$ cat src/rtl/radix4_rem_pkg.sv
package radix4_rem_pkg;

  typedef enum logic [1:0] {
    MUL_NONE  = 2'd0,
    MUL_ONE   = 2'd1,
    MUL_TWO   = 2'd2,
    MUL_THREE = 2'd3
  } mul_sel_e;

  // Turn the two comparator outcomes into the multiple to remove.
  // ge_2p: operand >= 2P. ge_alt: operand >= (ge_2p ? 3P : P).
  function automatic mul_sel_e pick_multiple(input logic ge_2p, input logic ge_alt);
    if (ge_2p) return ge_alt ? MUL_THREE : MUL_TWO;
    else       return ge_alt ? MUL_ONE   : MUL_NONE;
  endfunction

endpackage

$ cat src/rtl/rem_cmp_ge.sv
module rem_cmp_ge #(
  parameter int WIDTH = 10
) (
  input  logic [WIDTH-1:0] lhs,
  input  logic [WIDTH-1:0] rhs,
  output logic             ge
);
  assign ge = (lhs >= rhs);
endmodule

$ cat src/rtl/rem_mux2.sv
module rem_mux2 #(
  parameter int WIDTH = 10
) (
  input  logic             pick_hi,
  input  logic [WIDTH-1:0] lo,
  input  logic [WIDTH-1:0] hi,
  output logic [WIDTH-1:0] y
);
  assign y = pick_hi ? hi : lo;
endmodule

$ cat src/rtl/rem_csub.sv
// Subtraction through the one's complement and a carry-in.
// When en is low, both the complement and the carry-in are held at zero.
module rem_csub #(
  parameter int WIDTH = 10
) (
  input  logic [WIDTH-1:0] minuend,
  input  logic [WIDTH-1:0] subtrahend,
  input  logic             en,
  output logic [WIDTH-1:0] diff
);
  logic [WIDTH-1:0] addend;
  logic [WIDTH-1:0] carry_in;

  assign addend   = en ? ~subtrahend : '0;
  assign carry_in = {{(WIDTH-1){1'b0}}, en};
  assign diff     = minuend + addend + carry_in;
endmodule

$ cat src/rtl/radix4_rem_step.sv
module radix4_rem_step
  import radix4_rem_pkg::*;
#(
  parameter int W = 8
) (
  input  logic [W-1:0] rem_prev,
  input  logic [1:0]   digit,
  input  logic [W-1:0] mul1,
  input  logic [W:0]   mul2,
  input  logic [W+1:0] mul3,
  output logic [W-1:0] rem_out,
  output logic [1:0]   mul_code
);
  localparam int AW = W + 2;

  // Named internal events, kept visible for the checker.
  logic [AW-1:0] ai_val;
  logic [AW-1:0] m1x, m2x, m3x;
  logic [AW-1:0] alt_rhs;
  logic [AW-1:0] sub_val;
  logic [AW-1:0] sum_val;
  logic          ge_2p;
  logic          ge_alt;
  logic          sub_en;
  mul_sel_e      code;

  assign ai_val = {rem_prev, digit};
  assign m1x    = {2'b00, mul1};
  assign m2x    = {1'b0, mul2};
  assign m3x    = mul3;

  // First comparator: always against 2P.
  rem_cmp_ge #(.WIDTH(AW)) u_cmp_2p (
    .lhs(ai_val), .rhs(m2x), .ge(ge_2p)
  );

  // Reference for the second comparator, chosen by the first outcome.
  rem_mux2 #(.WIDTH(AW)) u_alt_mux (
    .pick_hi(ge_2p), .lo(m1x), .hi(m3x), .y(alt_rhs)
  );

  rem_cmp_ge #(.WIDTH(AW)) u_cmp_alt (
    .lhs(ai_val), .rhs(alt_rhs), .ge(ge_alt)
  );

  assign code = pick_multiple(ge_2p, ge_alt);

  always_comb begin
    unique case (code)
      MUL_ONE:   sub_val = m1x;
      MUL_TWO:   sub_val = m2x;
      MUL_THREE: sub_val = m3x;
      default:   sub_val = '0;
    endcase
  end

  assign sub_en = (code != MUL_NONE);

  rem_csub #(.WIDTH(AW)) u_sub (
    .minuend(ai_val), .subtrahend(sub_val), .en(sub_en), .diff(sum_val)
  );

  assign rem_out  = sum_val[W-1:0];
  assign mul_code = code;
endmodule

$ cat config.mk
export PLATFORM = sky130hd
export DESIGN_NAME = radix4_rem_step
export DESIGN_NICKNAME = d
export VERILOG_FILES = /design/src/rtl/radix4_rem_pkg.sv /design/src/rtl/rem_cmp_ge.sv /design/src/rtl/rem_mux2.sv /design/src/rtl/rem_csub.sv /design/src/rtl/radix4_rem_step.sv
export SDC_FILE = /design/constraint.sdc
export NUM_CORES = 1
export LEC_CHECK = 0
export BUFFER_PORTS_ARGS = -buffer_cell sky130_fd_sc_hd__buf_2
export CORE_MARGIN = 2
export CORE_UTILIZATION = 45
export DETAILED_ROUTE_END_ITERATION = 8
export MAX_ROUTING_LAYER = met4
export PLACE_DENSITY_LB_ADDON = 0.08
export RECOVER_POWER = 100
export SLEW_MARGIN = 0
export SYNTH_ARGS = -nofsm -noshare
export SYNTH_HDL_FRONTEND = slang
export SYNTH_SLANG_ARGS = --single-unit
$ cat constraint.sdc
create_clock -name vclk -period 15.71
set_input_delay 0.7855 -clock vclk [all_inputs]
set_output_delay 0.7855 -clock vclk [all_outputs]
set_load 0.05 [all_outputs]
* Yosys cells after proc, flatten, opt, wreduce, memory -nomap -nowiden *
Cells that the tools add are included.

word-level totals
  memories = 0
  bits in read-only memories = 0
  bits in latches = 0
  RAM bits = 0
  register bits after elaboration = 0
  output and inout bits = 10

operators by class
  div/mod/pow operators = 0
  $mul = 0
  magnitude comparators = 2
  shifts and indexed selects = 0
  reduce and logical (&&, ||, !) cells = 1
  add/sub/neg operators = 2
  bitwise logic cells = 1
  multiplexer cells = 6
  equality and inequality tests = 3

operator list
  kind                  count
  $pmux W8 S3           1
  $ge A10 B10 Y1        1
  $ge A10 B9 Y1         1
  $mux W10              1
  $add A8 B1 Y8         1
  $add A8 B8 Y8         1
  $mux W8               1
  $not A8 Y8            1
  $eq A2 B2 Y1 const B  2
  $eq A2 B1 Y1 const B  1
  $mux W1               2
  $mux W2               1
  $reduce_bool A2 Y1    1

* Logic depth before layout (Yosys ltp) *
Gate-level depths: netlist of run 1.

  word-level depth = 11
  mapped depth = 25
  gate-level depth less buffers = 23

* By module *
From an unflattened synthesis of run 1, not the netlist that was laid out.

unflattened totals
  cell total of the unflattened synthesis = 167
  area, all modules = 1372.6 um^2

by module, submodules not included
  module           cells each  area each (um^2)  times used
  rem_cmp_ge       33          251.5             2
  rem_csub         63          442.9             1
  radix4_rem_step  27          265.3             1
  rem_mux2         11          161.4             1

* Least setup slack after synthesis of run 1 *
OpenSTA, ideal clock, no wires.

  kind = input port to output port
  start = input port digit[0]
  end = output port rem_out[7]
  required time = 14925 ps
  arrival = 5973 ps
  stages on the path = 24
  path buffers = 3
  path slack = 8952 ps
  cells stage by stage = inv_1 > ha_1 > nand2b_1 > a211oi_1 > o22ai_1 > a41o_1 > buf_2 > mux2_1 > ha_1 > nand2b_4 > a211oi_2 > nor3_1 > or4_4 > buf_6 > buf_2 > o211ai_1 > o21ai_1 > ha_1 > a21o_1 > a21o_1 > a21o_1 > a2111oi_0 > nor3_1 > xnor3_1

on the way
  longest elaborated chain between the ends = 11
  elaborated cells between the ends (all ways) = 15
  classes of those cells = 2 x add/sub; 2 x order compare; 3 x eq/ne; 6 x mux; 1 x bitwise; 1 x reduce/logical

ends and longest elaborated chain
  element                                              line                                        RTL
  from (decl)                                          radix4_rem_step.sv:7                        input logic [1:0] digit,
  $ge A10 B9 Y1                                        rem_cmp_ge.sv:8                             assign ge = (lhs >= rhs);
  $mux W10                                             rem_mux2.sv:9                               assign y = pick_hi ? hi : lo;
  $ge A10 B10 Y1 *                                     rem_cmp_ge.sv:8
  via ge_alt                                           radix4_rem_step.sv:23                       logic ge_alt;
  $mux W1                                              radix4_rem_pkg.sv:13, radix4_rem_pkg.sv:14
  $mux W2 *                                            radix4_rem_pkg.sv:13                        if (ge_2p) return ge_alt ? MUL_THREE : MUL_TWO;
  $eq A2 B2 Y1 / $eq A2 B1 Y1 (equally long branches)  radix4_rem_step.sv:49                       unique case (code)
  $pmux W8 S3                                          radix4_rem_step.sv:49
  $not A8 Y8                                           rem_csub.sv:14                              assign addend = en ? ~subtrahend : '0;
  $mux W8                                              rem_csub.sv:14
  $add A8 B8 Y8                                        rem_csub.sv:16                              assign diff = minuend + addend + carry_in;
  $add A8 B1 Y8 *                                      rem_csub.sv:16
  to (decl)                                            radix4_rem_step.sv:11                       output logic [W-1:0] rem_out,

The timed path passes the listed nets; every way through them passes the cells marked *.

* Worst setup path in the final report of run 1 *
  start = input port digit[0]
  end = output port rem_out[7]

on the way
  longest elaborated chain between the ends = 11
  elaborated cells between the ends (all ways) = 15
  classes of those cells = 2 x add/sub; 2 x order compare; 3 x eq/ne; 6 x mux; 1 x bitwise; 1 x reduce/logical

ends and longest elaborated chain
  element                                              line
  $ge A10 B9 Y1                                        rem_cmp_ge.sv:8
  $mux W10                                             rem_mux2.sv:9
  $ge A10 B10 Y1                                       rem_cmp_ge.sv:8
  $mux W1                                              radix4_rem_pkg.sv:13, radix4_rem_pkg.sv:14
  $mux W2                                              radix4_rem_pkg.sv:13
  $eq A2 B2 Y1 / $eq A2 B1 Y1 (equally long branches)  radix4_rem_step.sv:49
  $pmux W8 S3                                          radix4_rem_step.sv:49
  $not A8 Y8                                           rem_csub.sv:14
  $mux W8                                              rem_csub.sv:14
  $add A8 B8 Y8                                        rem_csub.sv:16
  $add A8 B1 Y8 *                                      rem_csub.sv:16

Every way passes the cells marked *; elsewhere a longest branch is shown, timed or not.

==> out/summary.txt, run 1 <==
Distinct cells, synth - 35
Rel. slew slack - 0.421
Sum Neg Setup Slack - 0 ns
GRT overflow - 0
sequential-to-total area share from yosys stat - 0
Worst setup startpoint - digit[0]
Least-Margin Pin Slew - 0.868 ns
RSZ-0062 raised after global routing - no
crit-path max FO - 21
post-cts hold buffer count - 0
Worst Path Required - 14.92 ns
critical path endpoint category - output pin
Area after DPL - 1220 um^2
post-synth top area share - 0.316
Crit path max-delay family - compound AO/OA/AOI/OAI gates
CTS resizes - 0
area growth from synthesis to layout - 21.0%
Post-Route WL - 2340 um
Syn Inst Count - 119
sequential cell count - 0
synth top area cells - ha_1 (32%), mux2i_1 (9.1%), a21o_1 (4.6%)
chip width - 50.9 um
Static Leakage - 0.676 nW
outcome - completed
DRT Pass-1 Iters - 4
DR vias/cell - 5.42
Most common cell on crit path - a21o_1
Max Clk Rate - 126 MHz
row count - 16
I/O Pins - 47
vias in the first global route - 980
first-pass GRT wire length - 4060 um
Avg Cell Area, Syn - 8.31 um^2
Setup Viol. Count Final - 0
DP HPWL - 1990 um
synthesized area - 988 um^2
die height - 50.9 um
Yosys top cell by area - ha_1
CP arrival - 7.13 ns
net count after synthesis - 183
Final Cell Area - 1200 um^2
I/O Buffers - 47
final net count - 226
worst ir drop on vdd - 0.0000926 V
routed wire length per instance - 12.5 um
fraction of layout cells with a size suffix above 1 - 0.269
final-report max-slew violation count - 0
gpl congestion - 0.843
most common cell after layout, fill and taps aside - buf_2
residual DRC count - 0
Post CTS Setup Buffer Count - 0
CP startpoint kind - input port
most frequent cells in the layout - buf_2 (39), ha_1 (25), inv_1 (11)
period utilisation layout - 0.504
via count - 1,013
Hold Crit Class - input port to output pin
initial antenna violation count - 0
PnR Total Power - 0.000101 W
core area - 2020 um^2
Antenna Cells - 0
register area - 0 um^2
die area - 2590 um^2
DRT iter0 DRCs - 17
crit path kind - input port to output pin
Initial Utilization - 0.489
Final min period - 7.92 ns
final core occ - 0.592
Buf/Inv on CP - 4
largest net degree at the start of global routing - 22
Hold Vio Cnt, Final - 0
slowest stage delay, CP - 0.82 ns
clkbuf count - 0
post-route ant nets - 0
CP max stage cell - or4_1
max-cap viol count - 0
hold path start - digit[0]
Syn. warnings - 0
pwr dens - 84.6 nW/um^2
gr usage total - 0.199
==> area by class of cell <==
type / instances / area (um^2)
fill: 198 / 826
timing repair buffer: 47 / 225
inverter: 12 / 45.0
multi-input combinational: 101 / 892
tap: 27 / 33.8
==> layer usage <==
| layer | GRT usage | wire length (um) | vias to the layer above |
|---|---|---|---|
| li1 | - | - | 532 |
| met1 | 0.256 | 1130 | 445 |
| met2 | 0.373 | 1080 | 36 |
| met3 | 0.00292 | 123 | 0 |
| met4 | 0 | 0 | 0 |
| met5 | - | 0 | - |
==> logic make-up after synthesis <==
family / synth area share
compound gates: 0.267
xor+xnor: 0.0671
fa+ha+maj: 0.357
buf+inv: 0.0861
mux: 0.103
simple gates: 0.120
==> metrics by stage <==
stage          std cells  worst slack (ns)  hold slack, ns
6_report             187              7.79            2.19
5_1_grt              187              7.35            2.24
4_1_cts              187              8.42            2.12
3_5_place_dp         187              8.43            2.12
3_3_place_gp         187              8.49            2.12
2_1_floorplan        119              8.95            2.02
==> final timing paths <==
| check | end | slack [ns] | cells past startpoint |
|---|---|---|---|
| worst min-delay path | rem_out[0] | 2.19 | 5 |
| worst max-delay path | rem_out[7] | 7.79 | 25 |
==> cell usage after synthesis (2+ instances only) <==
cell and instances:
a211oi_1 3, a21o_1 6, a21oi_1 5, a41oi_1 2, buf_2 2, buf_4 2, fa_1 2, ha_1 25
inv_1 11, mux2i_1 9, nand2_1 8, nand2b_4 2, nor2_1 4, nor3_1 3, o211ai_1 6, o21ai_0 2
o21ai_1 6, xnor2_1 3, xor2_1 2
==> power breakdown <==
group	leakage, nW	switching, W	internal (W)
sequential	0	0	0
clock	0	0	0
combinational	0.676	0.0000694	0.0000318
No activity file was read; power rests on OpenSTA's default activity.
==> run 2: changes to the inputs <==
Clock period 15.71 ns to 7 ns, I/O delays scaled along.
==> out/summary.txt, run 2 (synthesis gave the netlist of run 1 again) <==
routed wire length per instance - 12.3 um (-1.7%)
die height - 50.9 um (unchanged)
Max Clk Rate - 160 MHz
CP startpoint kind - input port
Area after DPL - 1220 um^2 (+0.62%)
first-pass GRT wire length - 4230 um (+4.1%)
initial antenna violation count - 0 (unchanged)
die area - 2590 um^2 (unchanged)
DRT iter0 DRCs - 3 (-14)
final-report max-slew violation count - 0 (unchanged)
Final min period - 6.23 ns
DR vias/cell - 5.39 (-0.43%)
final net count - 227 (+0.44%)
Initial Utilization - 0.489 (unchanged)
Rel. slew slack - 0.562 (+0.141)
final core occ - 0.600 (+0.00866)
crit path kind - input port to output pin
Worst Path Required - 6.65 ns (-8.27 ns)
I/O Buffers - 47 (unchanged)
RSZ-0062 raised after global routing - no
via count - 1,014 (+0.099%)
outcome - completed
vias in the first global route - 1,058 (+8.0%)
CTS resizes - 0 (unchanged)
worst ir drop on vdd - 0.000158 V (+70%)
largest net degree at the start of global routing - 21 (-4.5%)
CP arrival - 5.88 ns (-1.25 ns)
area growth from synthesis to layout - 22.8%
Post-Route WL - 2310 um (-1.2%)
Static Leakage - 0.693 nW (+2.6%)
Hold Crit Class - input port to output pin
gr usage total - 0.205 (+0.00646)
placed insts - 188 (+0.53%)
I/O Pins - 47 (unchanged)
post-route ant nets - 0 (unchanged)
register area - 0 um^2 (unchanged)
Sum Neg Setup Slack - 0 ns (unchanged)
GRT overflow - 0 (unchanged)
period utilisation layout - 0.890
max-cap viol count - 0 (unchanged)
Post CTS Setup Buffer Count - 0 (unchanged)
most frequent cells in the layout - buf_2 (41), ha_1 (25), inv_1 (11)
Least-Margin Pin Slew - 0.656 ns (-0.211 ns)
fraction of layout cells with a size suffix above 1 - 0.292 (+0.0232)
DRT Pass-1 Iters - 4 (unchanged)
Final Cell Area - 1210 um^2 (+1.5%)
clkbuf count - 0 (unchanged)
post-cts hold buffer count - 0 (unchanged)
pwr dens - 190 nW/um^2 (+120%)
row count - 16 (unchanged)
most common cell after layout, fill and taps aside - buf_2
residual DRC count - 0 (unchanged)
non-filler cells in the finished layout - 188 (+0.53%)
Antenna Cells - 0 (unchanged)
Setup Viol. Count Final - 0 (unchanged)
critical path endpoint category - output pin
core area - 2020 um^2 (unchanged)
DP HPWL - 2080 um (+4.9%)
crit-path max FO - 17 (-19%)
Hold Vio Cnt, Final - 0 (unchanged)
sequential cell count - 0 (unchanged)
gpl congestion - 0.759 (-10%)
chip width - 50.9 um (unchanged)
## run 2: cell types whose count changed in the layout (fill, tap and decap cells not counted), sizes merged
cell / change
clkbuf: -2
buf: +3
## run 2: critical path, cell delays in order
cell and delay [ns]:
buf_2 0.09, inv_1 0.11, ha_1 0.24, nand2b_1 0.13
a211oi_1 0.24, o22ai_1 0.12, a41o_1 0.27, mux2_1 0.31
ha_1 0.27, nand2b_4 0.14, a211oi_2 0.20, nor3_1 0.07
or4_1 0.84, nand2b_4 0.27, nor2_1 0.06, a21oi_1 0.16
fa_1 0.22, inv_2 0.05, a21o_1 0.17, a21o_1 0.19
a21o_1 0.20, a2111oi_0 0.43, nor3_1 0.17, xnor3_1 0.35
buf_2 0.22
## run 2: per-layer routing
layer  wire (um)  GRT usage
met4           0     0.0135
met2        1120      0.382
met1        1090      0.258
met3          95    0.00877
met5           0          -
## run 2: report_power, final
| part | switching, W | internal (W) |
|---|---|---|
| Sequential | 0 | 0 |
| Combinational | 0.000156 | 0.0000742 |
| Clock | 0 | 0 |
| Total | 0.000156 | 0.0000742 |
## run 2: cell type report
type	count	area (um^2)
Timing Repair Buffer	48	235
Tap cell	27	33.8
Fill cell	205	808
Multi-Input combinational cell	101	900
Inverter	12	45.0
## run 2: worst paths after layout
| check | slack (ns) | to | depth (start not counted) | startpoint |
|---|---|---|---|---|
| min | 1.27 | rem_out[6] | 4 | rem_prev[4] |
| max | 0.77 | rem_out[7] | 25 | digit[0] |
## run 2: per-stage QoR
stage	total power (W)	hold WS, ns	worst slack (ns)
6_report	0.000230	1.27	0.768
3_5_place_dp	0.000236	1.26	0.967
2_1_floorplan	0.000190	1.15	1.11
5_1_grt	0.000251	1.30	0.327
3_3_place_gp	0.000232	1.25	1.17
4_1_cts	0.000237	1.26	0.979
